[src/rtl/cfg_load_pkg.sv]
// Shared types for the configuration load sequencer.
// Assumes: fabric mode codes are fixed by the fabric's status encoding.
package cfg_load_pkg;

    typedef enum logic [2:0] {
        FAB_OFF    = 3'd0,
        FAB_RESET  = 3'd1,
        FAB_CONFIG = 3'd2,
        FAB_INIT   = 3'd3,
        FAB_USER   = 3'd4,
        FAB_UNDEF  = 3'd5
    } fab_mode_e;

    typedef enum logic [1:0] {
        RES_NONE    = 2'd0,
        RES_PASS    = 2'd1,
        RES_FAIL    = 2'd2,
        RES_TIMEOUT = 2'd3
    } run_result_e;

    typedef enum logic [2:0] {
        SQ_IDLE,
        SQ_WAIT_RST,
        SQ_WAIT_CFG,
        SQ_STREAM,
        SQ_WAIT_CONF,
        SQ_DCLK_GO,
        SQ_WAIT_DCLK,
        SQ_WAIT_USER
    } seq_state_e;

    typedef struct packed {
        logic       bad;
        logic       wide;
        logic [1:0] ratio;
    } msel_cfg_t;

endpackage

[src/rtl/cfg_msel_decode.sv]
// Strap decoder: turns the mode-select value into ratio, width and validity.
// Assumes: purely combinational; the caller samples the result at run start.
module cfg_msel_decode
    import cfg_load_pkg::*;
(
    input  logic [4:0] msel_i,
    output msel_cfg_t  cfg_o
);

    // Decode validity, bus width and adjusted clock ratio
    always_comb begin
        cfg_o.bad   = msel_i[4] | (&msel_i[1:0]);
        cfg_o.wide  = msel_i[3];
        cfg_o.ratio = msel_i[1:0] + {1'b0, (msel_i[3] & (|msel_i[1:0]))};
    end

endmodule

[src/rtl/cfg_wait_timer.sv]
// Wait timer: a cycle divider makes a tick; ticks count up to a limit.
// Assumes: restart_i clears both counters; expired_o stays high until restart.
module cfg_wait_timer #(
    parameter int TICK_DIV   = 125000,
    parameter int TICK_LIMIT = 1000
) (
    input  logic clk,
    input  logic rst_n,
    input  logic restart_i,
    output logic expired_o
);

    localparam int DIV_W  = (TICK_DIV > 1) ? $clog2(TICK_DIV) : 1;
    localparam int TICK_W = $clog2(TICK_LIMIT + 1);

    logic [DIV_W-1:0]  div_q;
    logic [TICK_W-1:0] tick_q;

    // Count system cycles into ticks and ticks up to the limit
    always_ff @(posedge clk) begin
        if (!rst_n || restart_i) begin
            div_q  <= '0;
            tick_q <= '0;
        end else if (div_q == DIV_W'(TICK_DIV - 1)) begin
            div_q <= '0;
            if (tick_q != TICK_W'(TICK_LIMIT))
                tick_q <= tick_q + 1'b1;
        end else begin
            div_q <= div_q + 1'b1;
        end
    end

    assign expired_o = (tick_q == TICK_W'(TICK_LIMIT));

    // once expired, the timer stays expired until restarted
    a_r11_expired_sticky: assert property (@(posedge clk) disable iff (!rst_n)
        (expired_o && !restart_i) |=> expired_o);

    // the tick count never passes the limit
    a_r11_tick_bounded: assert property (@(posedge clk) disable iff (!rst_n)
        tick_q <= TICK_W'(TICK_LIMIT));

endmodule

[src/rtl/cfg_load_seq.sv]
// Configuration load sequencer: runs the reset, configure, clock burst and
// user-mode handshake with a fabric, forwarding image words on the way.
// Assumes: the fabric mode and monitor bits are synchronous to clk; image
// words arrive on a valid/ready stream whose last word is flagged.
module cfg_load_seq
    import cfg_load_pkg::*;
#(
    parameter int DATA_W      = 32,
    parameter int DCLK_CNT_W  = 16,
    parameter int DCLK_PULSES = 4,
    parameter int TICK_DIV    = 125000,
    parameter int TICK_LIMIT  = 1000
) (
    input  logic                  clk,
    input  logic                  rst_n,
    input  logic                  start_i,
    input  logic [4:0]            msel_i,
    input  logic [2:0]            fab_mode_i,
    input  logic                  conf_done_i,
    input  logic                  nstatus_i,
    input  logic                  dclk_done_i,
    input  logic                  img_valid_i,
    input  logic [DATA_W-1:0]     img_data_i,
    input  logic                  img_last_i,
    output logic                  img_ready_o,
    output logic                  ctl_en_o,
    output logic                  ctl_nce_o,
    output logic                  ctl_ncfg_pull_o,
    output logic                  ctl_stream_en_o,
    output logic [1:0]            ctl_ratio_o,
    output logic                  ctl_wide_o,
    output logic [DCLK_CNT_W-1:0] dclk_cnt_o,
    output logic                  dclk_req_o,
    output logic                  dclk_clr_o,
    output logic                  nst_clr_o,
    output logic                  wr_valid_o,
    output logic [DATA_W-1:0]     wr_data_o,
    output logic                  busy_o,
    output logic                  done_o,
    output logic [1:0]            result_o
);

    seq_state_e state_q, state_d;
    msel_cfg_t  mcfg;
    logic       tmr_restart, tmr_expired, in_wait;
    logic       ev_bad, ev_setup, ev_rel, ev_stream, ev_word;
    logic       ev_conf, ev_dclk_go, ev_dclk_seen, ev_user, ev_tmo;

    cfg_msel_decode u_decode (
        .msel_i (msel_i),
        .cfg_o  (mcfg)
    );

    cfg_wait_timer #(
        .TICK_DIV   (TICK_DIV),
        .TICK_LIMIT (TICK_LIMIT)
    ) u_timer (
        .clk       (clk),
        .rst_n     (rst_n),
        .restart_i (tmr_restart),
        .expired_o (tmr_expired)
    );

    // Next-state and one-cycle event decode for the load sequence
    always_comb begin
        state_d      = state_q;
        ev_bad       = 1'b0;
        ev_setup     = 1'b0;
        ev_rel       = 1'b0;
        ev_stream    = 1'b0;
        ev_word      = 1'b0;
        ev_conf      = 1'b0;
        ev_dclk_go   = 1'b0;
        ev_dclk_seen = 1'b0;
        ev_user      = 1'b0;
        ev_tmo       = 1'b0;
        in_wait      = (state_q == SQ_WAIT_RST)  || (state_q == SQ_WAIT_CFG)  ||
                       (state_q == SQ_WAIT_CONF) || (state_q == SQ_WAIT_DCLK) ||
                       (state_q == SQ_WAIT_USER);
        case (state_q)
            SQ_IDLE: if (start_i) begin
                if (mcfg.bad) begin
                    ev_bad = 1'b1;
                end else begin
                    ev_setup = 1'b1;
                    state_d  = SQ_WAIT_RST;
                end
            end
            SQ_WAIT_RST: if (fab_mode_i == FAB_RESET) begin
                ev_rel  = 1'b1;
                state_d = SQ_WAIT_CFG;
            end
            SQ_WAIT_CFG: if (fab_mode_i == FAB_CONFIG) begin
                ev_stream = 1'b1;
                state_d   = SQ_STREAM;
            end
            SQ_STREAM: if (img_valid_i) begin
                ev_word = 1'b1;
                if (img_last_i)
                    state_d = SQ_WAIT_CONF;
            end
            SQ_WAIT_CONF: if (conf_done_i || nstatus_i) begin
                ev_conf = 1'b1;
                state_d = SQ_DCLK_GO;
            end
            SQ_DCLK_GO: begin
                ev_dclk_go = 1'b1;
                state_d    = SQ_WAIT_DCLK;
            end
            SQ_WAIT_DCLK: if (dclk_done_i) begin
                ev_dclk_seen = 1'b1;
                state_d      = SQ_WAIT_USER;
            end
            SQ_WAIT_USER: if (fab_mode_i == FAB_USER) begin
                ev_user = 1'b1;
                state_d = SQ_IDLE;
            end
            default: state_d = SQ_IDLE;
        endcase
        if (in_wait && (state_d == state_q) && tmr_expired) begin
            ev_tmo  = 1'b1;
            state_d = SQ_IDLE;
        end
        tmr_restart = (state_d != state_q);
    end

    // State register
    always_ff @(posedge clk) begin
        if (!rst_n) state_q <= SQ_IDLE;
        else        state_q <= state_d;
    end

    // Control, strobe, write-port and result registers updated by events
    always_ff @(posedge clk) begin
        if (!rst_n) begin
            ctl_en_o        <= 1'b0;
            ctl_nce_o       <= 1'b1;
            ctl_ncfg_pull_o <= 1'b0;
            ctl_stream_en_o <= 1'b0;
            ctl_ratio_o     <= 2'd0;
            ctl_wide_o      <= 1'b0;
            dclk_req_o      <= 1'b0;
            dclk_clr_o      <= 1'b0;
            nst_clr_o       <= 1'b0;
            wr_valid_o      <= 1'b0;
            wr_data_o       <= '0;
            done_o          <= 1'b0;
            result_o        <= RES_NONE;
        end else begin
            nst_clr_o  <= ev_stream;
            dclk_clr_o <= ev_conf | ev_dclk_seen;
            dclk_req_o <= ev_dclk_go;
            wr_valid_o <= ev_word;
            done_o     <= ev_bad | ev_user | ev_tmo;
            if (ev_word)
                wr_data_o <= img_data_i;
            if (ev_setup) begin
                ctl_ratio_o     <= mcfg.ratio;
                ctl_wide_o      <= mcfg.wide;
                ctl_nce_o       <= 1'b0;
                ctl_en_o        <= 1'b1;
                ctl_ncfg_pull_o <= 1'b1;
                result_o        <= RES_NONE;
            end
            if (ev_rel)    ctl_ncfg_pull_o <= 1'b0;
            if (ev_stream) ctl_stream_en_o <= 1'b1;
            if (ev_conf)   ctl_stream_en_o <= 1'b0;
            if (ev_user) begin
                ctl_en_o <= 1'b0;
                result_o <= RES_PASS;
            end
            if (ev_bad) result_o <= RES_FAIL;
            if (ev_tmo) result_o <= RES_TIMEOUT;
        end
    end

    assign img_ready_o = (state_q == SQ_STREAM);
    assign busy_o      = (state_q != SQ_IDLE);
    assign dclk_cnt_o  = DCLK_CNT_W'(DCLK_PULSES);

    // strobes never overlap
    a_r12_strobe_excl: assert property (@(posedge clk) disable iff (!rst_n)
        $onehot0({nst_clr_o, dclk_clr_o, dclk_req_o, done_o}));

    // the stream is only accepted with the data path enabled
    a_r6_ready_gated: assert property (@(posedge clk) disable iff (!rst_n)
        img_ready_o |-> ctl_stream_en_o);

    // written words only appear with the data path enabled
    a_r7_write_enabled: assert property (@(posedge clk) disable iff (!rst_n)
        wr_valid_o |-> ctl_stream_en_o);

    // reset release only follows a reset-phase report
    a_r5_release_after_reset: assert property (@(posedge clk) disable iff (!rst_n)
        $fell(ctl_ncfg_pull_o) |-> ($past(fab_mode_i) == 3'd1));

    // a rejected strap leaves control untouched and reports fail
    a_r2_bad_keeps_ctl: assert property (@(posedge clk) disable iff (!rst_n)
        (state_q == SQ_IDLE && start_i && mcfg.bad) |=>
        (result_o == 2'd2 && $stable(ctl_en_o) && $stable(ctl_nce_o) && $stable(ctl_ncfg_pull_o)));

    // the burst request directly follows a done-flag clear
    a_r9_req_after_clear: assert property (@(posedge clk) disable iff (!rst_n)
        dclk_req_o |-> $past(dclk_clr_o));

    // a pass hands the pins back
    a_r10_pass_releases: assert property (@(posedge clk) disable iff (!rst_n)
        (done_o && result_o == 2'd1) |-> !ctl_en_o);

endmodule

[config.mk]
export PLATFORM = sky130hd
export DESIGN_NAME = cfg_load_seq
export DESIGN_NICKNAME = d
export VERILOG_FILES = /design/src/rtl/cfg_load_pkg.sv /design/src/rtl/cfg_msel_decode.sv /design/src/rtl/cfg_wait_timer.sv /design/src/rtl/cfg_load_seq.sv
export SDC_FILE = /design/constraint.sdc
export NUM_CORES = 1
export LEC_CHECK = 0
export BUFFER_PORTS_ARGS = -buffer_cell sky130_fd_sc_hd__buf_4
export CAP_MARGIN = 20
export CORE_UTILIZATION = 25
export CTS_BUF_LIST = sky130_fd_sc_hd__clkbuf_8
export CTS_CLUSTER_DIAMETER = 100
export DETAILED_ROUTE_END_ITERATION = 10
export GPL_ROUTABILITY_DRIVEN = 0
export PLACE_DENSITY = 0.47
export SYNTH_ARGS = -nofsm -noshare
export SYNTH_HDL_FRONTEND = slang
export SYNTH_SLANG_ARGS = --single-unit
[constraint.sdc]
create_clock -name clk -period 3 [get_ports clk]
set_clock_uncertainty 0.2 [all_clocks]
set_input_delay 0 -clock clk [delete_from_list [all_inputs] [get_ports clk]]
set_output_delay 0 -clock clk [all_outputs]
set_load 0.005 [all_outputs]
==> flow_results.xml, run 1 <==
<?xml version="1.0" encoding="UTF-8"?>
<metrics>
  <group name="status">
    <metric name="outcome" unit="">finished, final reports clean</metric>
  </group>
  <group name="sta">
    <metric name="timing.slew.headroom" unit="%">53.94</metric>
    <metric name="finalMaxSlewViolations" unit="">0</metric>
    <metric name="tns" unit="ns">0</metric>
    <metric name="rsz0062_at_grt" unit="">false</metric>
    <metric name="fmaxAchievable" unit="MHz">378.9</metric>
    <metric name="post-route-period-util" unit="%">87.96</metric>
    <metric name="setup_violations" unit="">0</metric>
    <metric name="worst_pin_slew" unit="ns">0.6816</metric>
    <metric name="final-hold-violation-count" unit="">0</metric>
    <metric name="fin_crit" unit="ns">2.639</metric>
    <metric name="worst_slack" unit="ns">0.3611</metric>
  </group>
  <group name="clock_network">
    <metric name="cts_stage_hold_buffer_count" unit="">52</metric>
    <metric name="tritoncts_clock_tree" unit="">done</metric>
    <metric name="clockBufferDepth" unit="">2</metric>
    <metric name="cts_resized" unit="">0</metric>
    <metric name="clock_pin_slew_worst_setup_and_hold_paths" unit="ns">0.08</metric>
    <metric name="cts_inserted_buffers" unit="">9</metric>
    <metric name="htreeDepth" unit="">3</metric>
    <metric name="post_cts.repair.setup_buffers" unit="">0</metric>
    <metric name="clock_tree.root_cell" unit="">clkbuf_8</metric>
    <metric name="worstSkewPairLatency" unit="ns">0.34</metric>
    <metric name="number_of_clock_sinks_seen_by_cts" unit="">76</metric>
  </group>
  <group name="worst_setup_path">
    <metric name="cp.arrival" unit="ns">2.68</metric>
    <metric name="worstPathMaxFanout" unit="">27</metric>
    <metric name="required" unit="ns">3.05</metric>
    <metric name="critical_path_end_type" unit="">flip-flop</metric>
    <metric name="worst_setup_path_start_kind" unit="">flip-flop</metric>
    <metric name="path_class" unit="">reg2reg</metric>
    <metric name="reg2reg_setup_slack" unit="ns">0.36</metric>
  </group>
  <group name="final_layout">
    <metric name="final_cells" unit="">728</metric>
    <metric name="layout-drive-gt1-share" unit="%">26.63</metric>
    <metric name="nFillCells" unit="">1395</metric>
    <metric name="layout.cells.most_common" unit="">buf_4</metric>
    <metric name="n_antenna_cell" unit="">0</metric>
    <metric name="top_library_cells_by_usage_in_the_layout_fill_and_taps_aside" unit="">buf_4, nand2_1, dfxtp_1</metric>
    <metric name="area.growth.synth_to_final" unit="%">46.77</metric>
    <metric name="final_area" unit="sq mm">0.005061</metric>
    <metric name="fin_nets" unit="">599</metric>
  </group>
  <group name="yosys">
    <metric name="synthDominantCellAreaShare" unit="%">44.12</metric>
    <metric name="share_of_cell_area_taken_by_muxes_after_synthesis" unit="%">0.5806</metric>
    <metric name="ys_warn_count" unit="">0</metric>
    <metric name="post_synth_main_area_contributors" unit="">dfxtp_1, nand2_1, a21oi_1</metric>
    <metric name="postSynth.asyncResetShare" unit="%">0</metric>
    <metric name="synth_top_flop_cell" unit="">dfxtp_1</metric>
    <metric name="synth-compound-area-share" unit="%">11.10</metric>
    <metric name="dominant_combinational_cell_family_by_area_after_synthesis" unit="">simple AND/OR/NAND/NOR gates</metric>
    <metric name="yosys.area_share.adder" unit="%">1.451</metric>
    <metric name="synth-edff-count" unit="">0</metric>
    <metric name="synth_sequential_area_ratio" unit="%">44.12</metric>
    <metric name="postSynthCellCount" unit="">398</metric>
    <metric name="synth_register_bits" unit="">76</metric>
    <metric name="synth_xor_xnor_area_share" unit="%">6.096</metric>
    <metric name="mappedNetlistArea" unit="sq mm">0.003448</metric>
    <metric name="basic_gate_share_of_the_synthesized_area_counting_and_or_nand_and_nor_cells" unit="%">29.32</metric>
    <metric name="post_synth.cell_area_avg" unit="sq um">8.664</metric>
    <metric name="synth_cell_types" unit="">52</metric>
    <metric name="synth.largest_area_cell" unit="">dfxtp_1</metric>
  </group>
  <group name="placement">
    <metric name="pre_cts_setup_slack" unit="ns">0.3732</metric>
    <metric name="placed_area" unit="sq mm">0.004330</metric>
    <metric name="dp_cells" unit="">660</metric>
    <metric name="port_bufs" unit="">94</metric>
    <metric name="place.detailed.hpwl" unit="microns">5862</metric>
  </group>
  <group name="route">
    <metric name="number_of_optimization_iterations_in_the_first_detailed_route_pass" unit="">5</metric>
    <metric name="route.detailed.wl_per_inst" unit="microns">12.15</metric>
    <metric name="met2_wirelength" unit="microns">4026</metric>
    <metric name="via_count" unit="">3169</metric>
    <metric name="wl_met1" unit="microns">4355</metric>
    <metric name="wire_length_after_detailed_routing" unit="microns">8845</metric>
    <metric name="drt_iter0_markers" unit="">180</metric>
    <metric name="met3WireLength" unit="microns">394</metric>
    <metric name="postRouteAntennaNets" unit="">0</metric>
    <metric name="detail_route.drc_violations" unit="">0</metric>
    <metric name="topRoutingLayerUsed" unit="">met4</metric>
    <metric name="routed_via_density" unit="">4.353</metric>
  </group>
  <group name="power_and_ir_drop">
    <metric name="power.sequential.fraction" unit="%">50.0</metric>
    <metric name="power.share.switching" unit="%">23.31</metric>
    <metric name="static-leakage-power" unit="nW">1.944</metric>
    <metric name="clockPowerShare" unit="%">39.6</metric>
    <metric name="power.density_cell_area" unit="mW/mm^2">407.0</metric>
    <metric name="pwr-share-comb" unit="%">10.4</metric>
    <metric name="power.internal" unit="mW">1.580</metric>
    <metric name="switchingPower" unit="mW">0.4802</metric>
    <metric name="irDropWorstVdd" unit="mV">0.1961</metric>
  </group>
  <group name="floorplan">
    <metric name="initial_utilization" unit="%">25.83</metric>
    <metric name="floorplan.rows" unit="">42</metric>
    <metric name="core_area" unit="sq mm">0.01335</metric>
    <metric name="die_width" unit="microns">119.4</metric>
    <metric name="design.die.area" unit="sq mm">0.01427</metric>
    <metric name="ports_placed_on_the_boundary" unit="">112</metric>
    <metric name="die_h" unit="microns">119.4</metric>
  </group>
  <group name="flow_run">
    <metric name="maxCapViolCount" unit="">0</metric>
  </group>
  <group name="global_route">
    <metric name="gr-usage-all-layers" unit="%">12.58</metric>
    <metric name="antenna_found_initial" unit="">0</metric>
    <metric name="grt_max_degree" unit="">43</metric>
    <metric name="first_global_vias" unit="">3040</metric>
    <metric name="grt_first_pass_wirelength" unit="microns">14570</metric>
    <metric name="grt_remaining_overflow" unit="">0</metric>
  </group>
  <group name="worst_hold_path">
    <metric name="hp-class" unit="">in2reg</metric>
  </group>
</metrics>
## synth_stat cells, types with 4 or more instances
cell	instances
nor4_1	14
a21oi_1	36
clkbuf_1	15
o21ai_0	4
inv_1	6
xnor2_1	17
ha_1	4
xor2_1	7
nand4_1	9
nor2_1	21
nor3_2	16
buf_4	16
nand3_1	11
nand2_1	79
and2_1	5
nor3_1	11
dfxtp_1	76
## power groups by stage
stage               registers, mW  logic, mW  clock network (mW)
global placement             1.05      0.160                   0
finish                       1.03      0.215               0.815
CTS                          1.03      0.216               0.856
floorplan                    1.05     0.0920                   0
global route                 1.03      0.235               0.898
detailed placement           1.05      0.161                   0
## state kept, by name, indices dropped and copies added, names as in the netlist, 2 cells and up
| signal | flops |
|---|---|
| u_timer.tick_q | 10 |
| state_q | 3 |
| wr_data_o | 32 |
| ctl_ratio_o | 2 |
| result_o | 2 |
| u_timer.div_q | 17 |
## routing by layer
metal | vias up | GRT usage (%)
met1 | 1454 | 16.81
met4 | 0 | 3.438
li1 | 1639 | -
met2 | 71 | 19.65
met5 | - | 0
met3 | 5 | 3.592
## kinds of logic after synthesis
| group | count (synthesis) |
|---|---|
| AND/OR/NAND/NOR | 189 |
| adder cells (fa/ha/maj) | 4 |
| XOR/XNOR | 24 |
| multiplexers | 2 |
| buffers and inverters | 42 |
| AO/OA/AOI/OAI | 59 |
| flip-flops | 76 |
| other | 2 |
## path summary, 6_finish.rpt
path              depth (start not counted)                       from                            to
setup / recovery                          8      state_q[1]$_SDFF_PN0_  u_timer.div_q[11]$_SDFF_PP0_
hold reg to reg                           2  wr_data_o[1]$_SDFFE_PN0P_     wr_data_o[1]$_SDFFE_PN0P_
setup reg to reg                          8      state_q[1]$_SDFF_PN0_  u_timer.div_q[11]$_SDFF_PP0_
hold / removal                            4                    start_i      result_o[0]$_SDFFE_PN0P_
## area by class of cell
cell class	instances	area [sq um]	share of cell area (%)
multi-input cells	294	1734	34.26
clock buffers	11	151.4	2.991
inverters	7	26.28	0.5192
well taps	176	220.2	4.351
repair buffers	159	1349	26.65
clock inverters	5	58.81	1.162
flip-flops and latches	76	1521	30.06
## worst max-delay path, cell delays in order, from the launching register on
cell,delay [ns]
dfxtp_1,0.33
buf_4,0.18
o311a_1,0.40
a2111oi_2,0.36
buf_4,0.20
nor2_1,0.05
a2111o_1,0.32
buf_12,0.19
nor4_1,0.30
## metrics by stage
stage / hold slack [ns] / utilization (%) / power, mW
2_1_floorplan: -0.1238 / - / 1.146
3_3_place_gp: -0.009470 / 32.44 / 1.214
3_5_place_dp: -0.004626 / 32.44 / 1.215
4_1_cts: 0.02031 / 37.92 / 2.102
5_1_grt: 0.02042 / 37.92 / 2.165
6_report: 0.03723 / 37.92 / 2.060
Power figures use the tool's default switching activity.
==> run 2, diff against run 1 <==
Settings changed: ABC_CLOCK_PERIOD_IN_PS from default to 3000, CORE_ASPECT_RATIO from default to 1.75, SKIP_CTS_REPAIR_TIMING from default to 1.
==> run 2 against run 1 <==
Effect of this change:
- hold slack better by 0.0070 ns
- first-iteration DRC count is 58% lower
- final cell count down 0.55%
- register-to-register slack lost 0.03 ns
- combinational power is essentially flat
- setup slack got worse by 0.030 ns
- critical path depth is 1 lower
- via count rose by 1.6%
- critical path type unchanged
- largest power group unchanged
==> flow_results.xml, run 2 (synthesis results as in run 1) <==
<?xml version="1.0" encoding="UTF-8"?>
<metrics>
  <group name="status">
    <metric name="outcome" unit="">finished, final reports clean</metric>
  </group>
  <group name="clock_network">
    <metric name="clockBufferDepth" unit="">2</metric>
    <metric name="worstSkewPairLatency" unit="ns">0.36</metric>
    <metric name="clock_tree.root_cell" unit="">clkbuf_8</metric>
    <metric name="cts_inserted_buffers" unit="">9</metric>
    <metric name="tritoncts_clock_tree" unit="">done</metric>
    <metric name="htreeDepth" unit="">3</metric>
    <metric name="clock_pin_slew_worst_setup_and_hold_paths" unit="ns">0.09</metric>
    <metric name="number_of_clock_sinks_seen_by_cts" unit="">76</metric>
  </group>
  <group name="power_and_ir_drop">
    <metric name="pwr-share-comb" unit="%">10.6</metric>
    <metric name="power.sequential.fraction" unit="%">51.7</metric>
    <metric name="static-leakage-power" unit="nW">1.930</metric>
    <metric name="power.share.switching" unit="%">26.35</metric>
    <metric name="clockPowerShare" unit="%">37.6</metric>
    <metric name="power.density_cell_area" unit="mW/mm^2">397.0</metric>
    <metric name="irDropWorstVdd" unit="mV">0.1665</metric>
    <metric name="switchingPower" unit="mW">0.5248</metric>
    <metric name="power.internal" unit="mW">1.467</metric>
  </group>
  <group name="worst_setup_path">
    <metric name="worstReg2RegStart" unit="">state_q[2]$_SDFF_PN0_</metric>
    <metric name="cp.arrival" unit="ns">2.73</metric>
    <metric name="critical_path.slowest_cell" unit="">or4b_4</metric>
    <metric name="path_cells" unit="">or4b_4, a211oi_4, a2111oi_2, a31o_1, a2111o_1, buf_12, nor4_1</metric>
    <metric name="worstPathMaxFanout" unit="">27</metric>
    <metric name="startpoint" unit="">state_q[2]$_SDFF_PN0_</metric>
    <metric name="worst_setup_path_start_kind" unit="">flip-flop</metric>
    <metric name="cp_num_buf_inv" unit="">1</metric>
    <metric name="path_class" unit="">reg2reg</metric>
    <metric name="cpPeakStageDelay" unit="ns">0.58</metric>
    <metric name="required" unit="ns">3.06</metric>
    <metric name="timing.critical_path.max_delay_family" unit="">compound AO/OA/AOI/OAI gates</metric>
    <metric name="critical_path_end_type" unit="">flip-flop</metric>
  </group>
  <group name="sta">
    <metric name="final-hold-violation-count" unit="">0</metric>
    <metric name="worst_pin_slew" unit="ns">0.6177</metric>
    <metric name="post-route-period-util" unit="%">88.98</metric>
    <metric name="rsz0062_at_grt" unit="">false</metric>
    <metric name="tns" unit="ns">0</metric>
    <metric name="fin_crit" unit="ns">2.669</metric>
    <metric name="finalMaxSlewViolations" unit="">0</metric>
    <metric name="fmaxAchievable" unit="MHz">374.6</metric>
    <metric name="setup_violations" unit="">0</metric>
    <metric name="timing.slew.headroom" unit="%">58.44</metric>
  </group>
  <group name="route">
    <metric name="drt_iter0_markers" unit="">75</metric>
    <metric name="via_count" unit="">3220</metric>
    <metric name="postRouteAntennaNets" unit="">0</metric>
    <metric name="number_of_optimization_iterations_in_the_first_detailed_route_pass" unit="">4</metric>
    <metric name="routed_via_density" unit="">4.448</metric>
    <metric name="detail_route.drc_violations" unit="">0</metric>
    <metric name="route.detailed.wl_per_inst" unit="microns">13.05</metric>
    <metric name="wire_length_after_detailed_routing" unit="microns">9447</metric>
  </group>
  <group name="final_layout">
    <metric name="layout.cells.most_common" unit="">buf_4</metric>
    <metric name="fin_nets" unit="">597</metric>
    <metric name="layout_top_registers" unit="">wr_data_o (32), u_timer.div_q (17), u_timer.tick_q (10)</metric>
    <metric name="nFillCells" unit="">1390</metric>
    <metric name="n_antenna_cell" unit="">0</metric>
    <metric name="top_library_cells_by_usage_in_the_layout_fill_and_taps_aside" unit="">buf_4, nand2_1, dfxtp_1</metric>
    <metric name="final_util" unit="%">37.30</metric>
    <metric name="layout-drive-gt1-share" unit="%">26.91</metric>
    <metric name="largest_register_ffs" unit="">32</metric>
    <metric name="registers.top_by_ff_count" unit="">wr_data_o</metric>
    <metric name="area.growth.synth_to_final" unit="%">45.50</metric>
  </group>
  <group name="global_route">
    <metric name="antenna_found_initial" unit="">0</metric>
    <metric name="grt_remaining_overflow" unit="">0</metric>
    <metric name="first_global_vias" unit="">2957</metric>
    <metric name="grt_max_degree" unit="">43</metric>
    <metric name="gr-usage-all-layers" unit="%">12.98</metric>
    <metric name="grt_first_pass_wirelength" unit="microns">14570</metric>
  </group>
  <group name="floorplan">
    <metric name="die_h" unit="microns">157.4</metric>
    <metric name="die_width" unit="microns">90.78</metric>
    <metric name="initial_utilization" unit="%">25.63</metric>
    <metric name="floorplan.rows" unit="">56</metric>
    <metric name="design.die.area" unit="sq mm">0.01429</metric>
    <metric name="core_area" unit="sq mm">0.01345</metric>
    <metric name="ports_placed_on_the_boundary" unit="">112</metric>
  </group>
  <group name="placement">
    <metric name="port_bufs" unit="">94</metric>
    <metric name="place.detailed.hpwl" unit="microns">6844</metric>
  </group>
  <group name="worst_hold_path">
    <metric name="hp-class" unit="">in2reg</metric>
    <metric name="worst_hold_startpoint" unit="">start_i</metric>
  </group>
  <group name="flow_run">
    <metric name="maxCapViolCount" unit="">0</metric>
  </group>
</metrics>
[run 2: area by class of cell]
class / count / area (sq um) / area share, %
multi-input combinational: 294 / 1734 / 34.56
tap: 174 / 217.7 / 4.339
sequential: 76 / 1521 / 30.32
timing repair buffer: 157 / 1326 / 26.43
inverter: 7 / 26.28 / 0.5237
clock buffer: 9 / 123.9 / 2.469
clock inverter: 7 / 67.56 / 1.347
[run 2: power by group through the flow]
stage                     Sequential [mW]  Clock, mW  Combinational, mW
after detailed placement             1.05          0              0.165
after floorplan                      1.05          0             0.0920
after global routing                 1.03      0.841              0.230
after global placement               1.05          0              0.163
after CTS                            1.03      0.793              0.165
final                                1.03      0.750              0.212
[run 2: path summary, 6_finish.rpt]
kind,end,slack (ns),depth (start not counted)
hold reg to reg,wr_data_o[3]$_SDFFE_PN0P_,0.26,2
setup reg to reg,u_timer.div_q[14]$_SDFF_PP0_,0.33,7
setup / recovery,u_timer.div_q[14]$_SDFF_PP0_,0.33,7
hold / removal,result_o[0]$_SDFFE_PN0P_,0.04,4
[run 2: metal layers]
| layer | global-route usage [%] | routed length [microns] | vias to the layer above |
|---|---|---|---|
| met2 | 24.71 | 5130 | 97 |
| met5 | 0 | 0 | - |
| met3 | 3.188 | 492 | 11 |
| met1 | 13.30 | 3634 | 1478 |
| met4 | 5.593 | 191 | 0 |
| li1 | - | - | 1634 |
[run 2: metrics by stage]
| stage | cell area (sq um) | instances | setup slack, ns | power, mW | hold slack, ns |
|---|---|---|---|---|---|
| after floorplan | 3501 | 412 | 0.2876 | 1.146 | -0.1238 |
| after global placement | 4335 | 659 | 0.3881 | 1.217 | 0.003272 |
| after detailed placement | 4335 | 659 | 0.3248 | 1.219 | 0.003248 |
| after CTS | 4527 | 675 | 0.3078 | 1.989 | -0.3924 |
| after global routing | 5017 | 724 | 0.1920 | 2.103 | 0.05267 |
| final | 5017 | 724 | 0.3306 | 1.992 | 0.04422 |
[run 2: worst register-to-register path, stage by stage, from the launching register on]
cell       delay, ns
dfxtp_1         0.32
or4b_4          0.58
a211oi_4        0.28
a2111oi_2       0.11
a31o_1          0.20
a2111o_1        0.44
buf_12          0.19
nor4_1          0.28
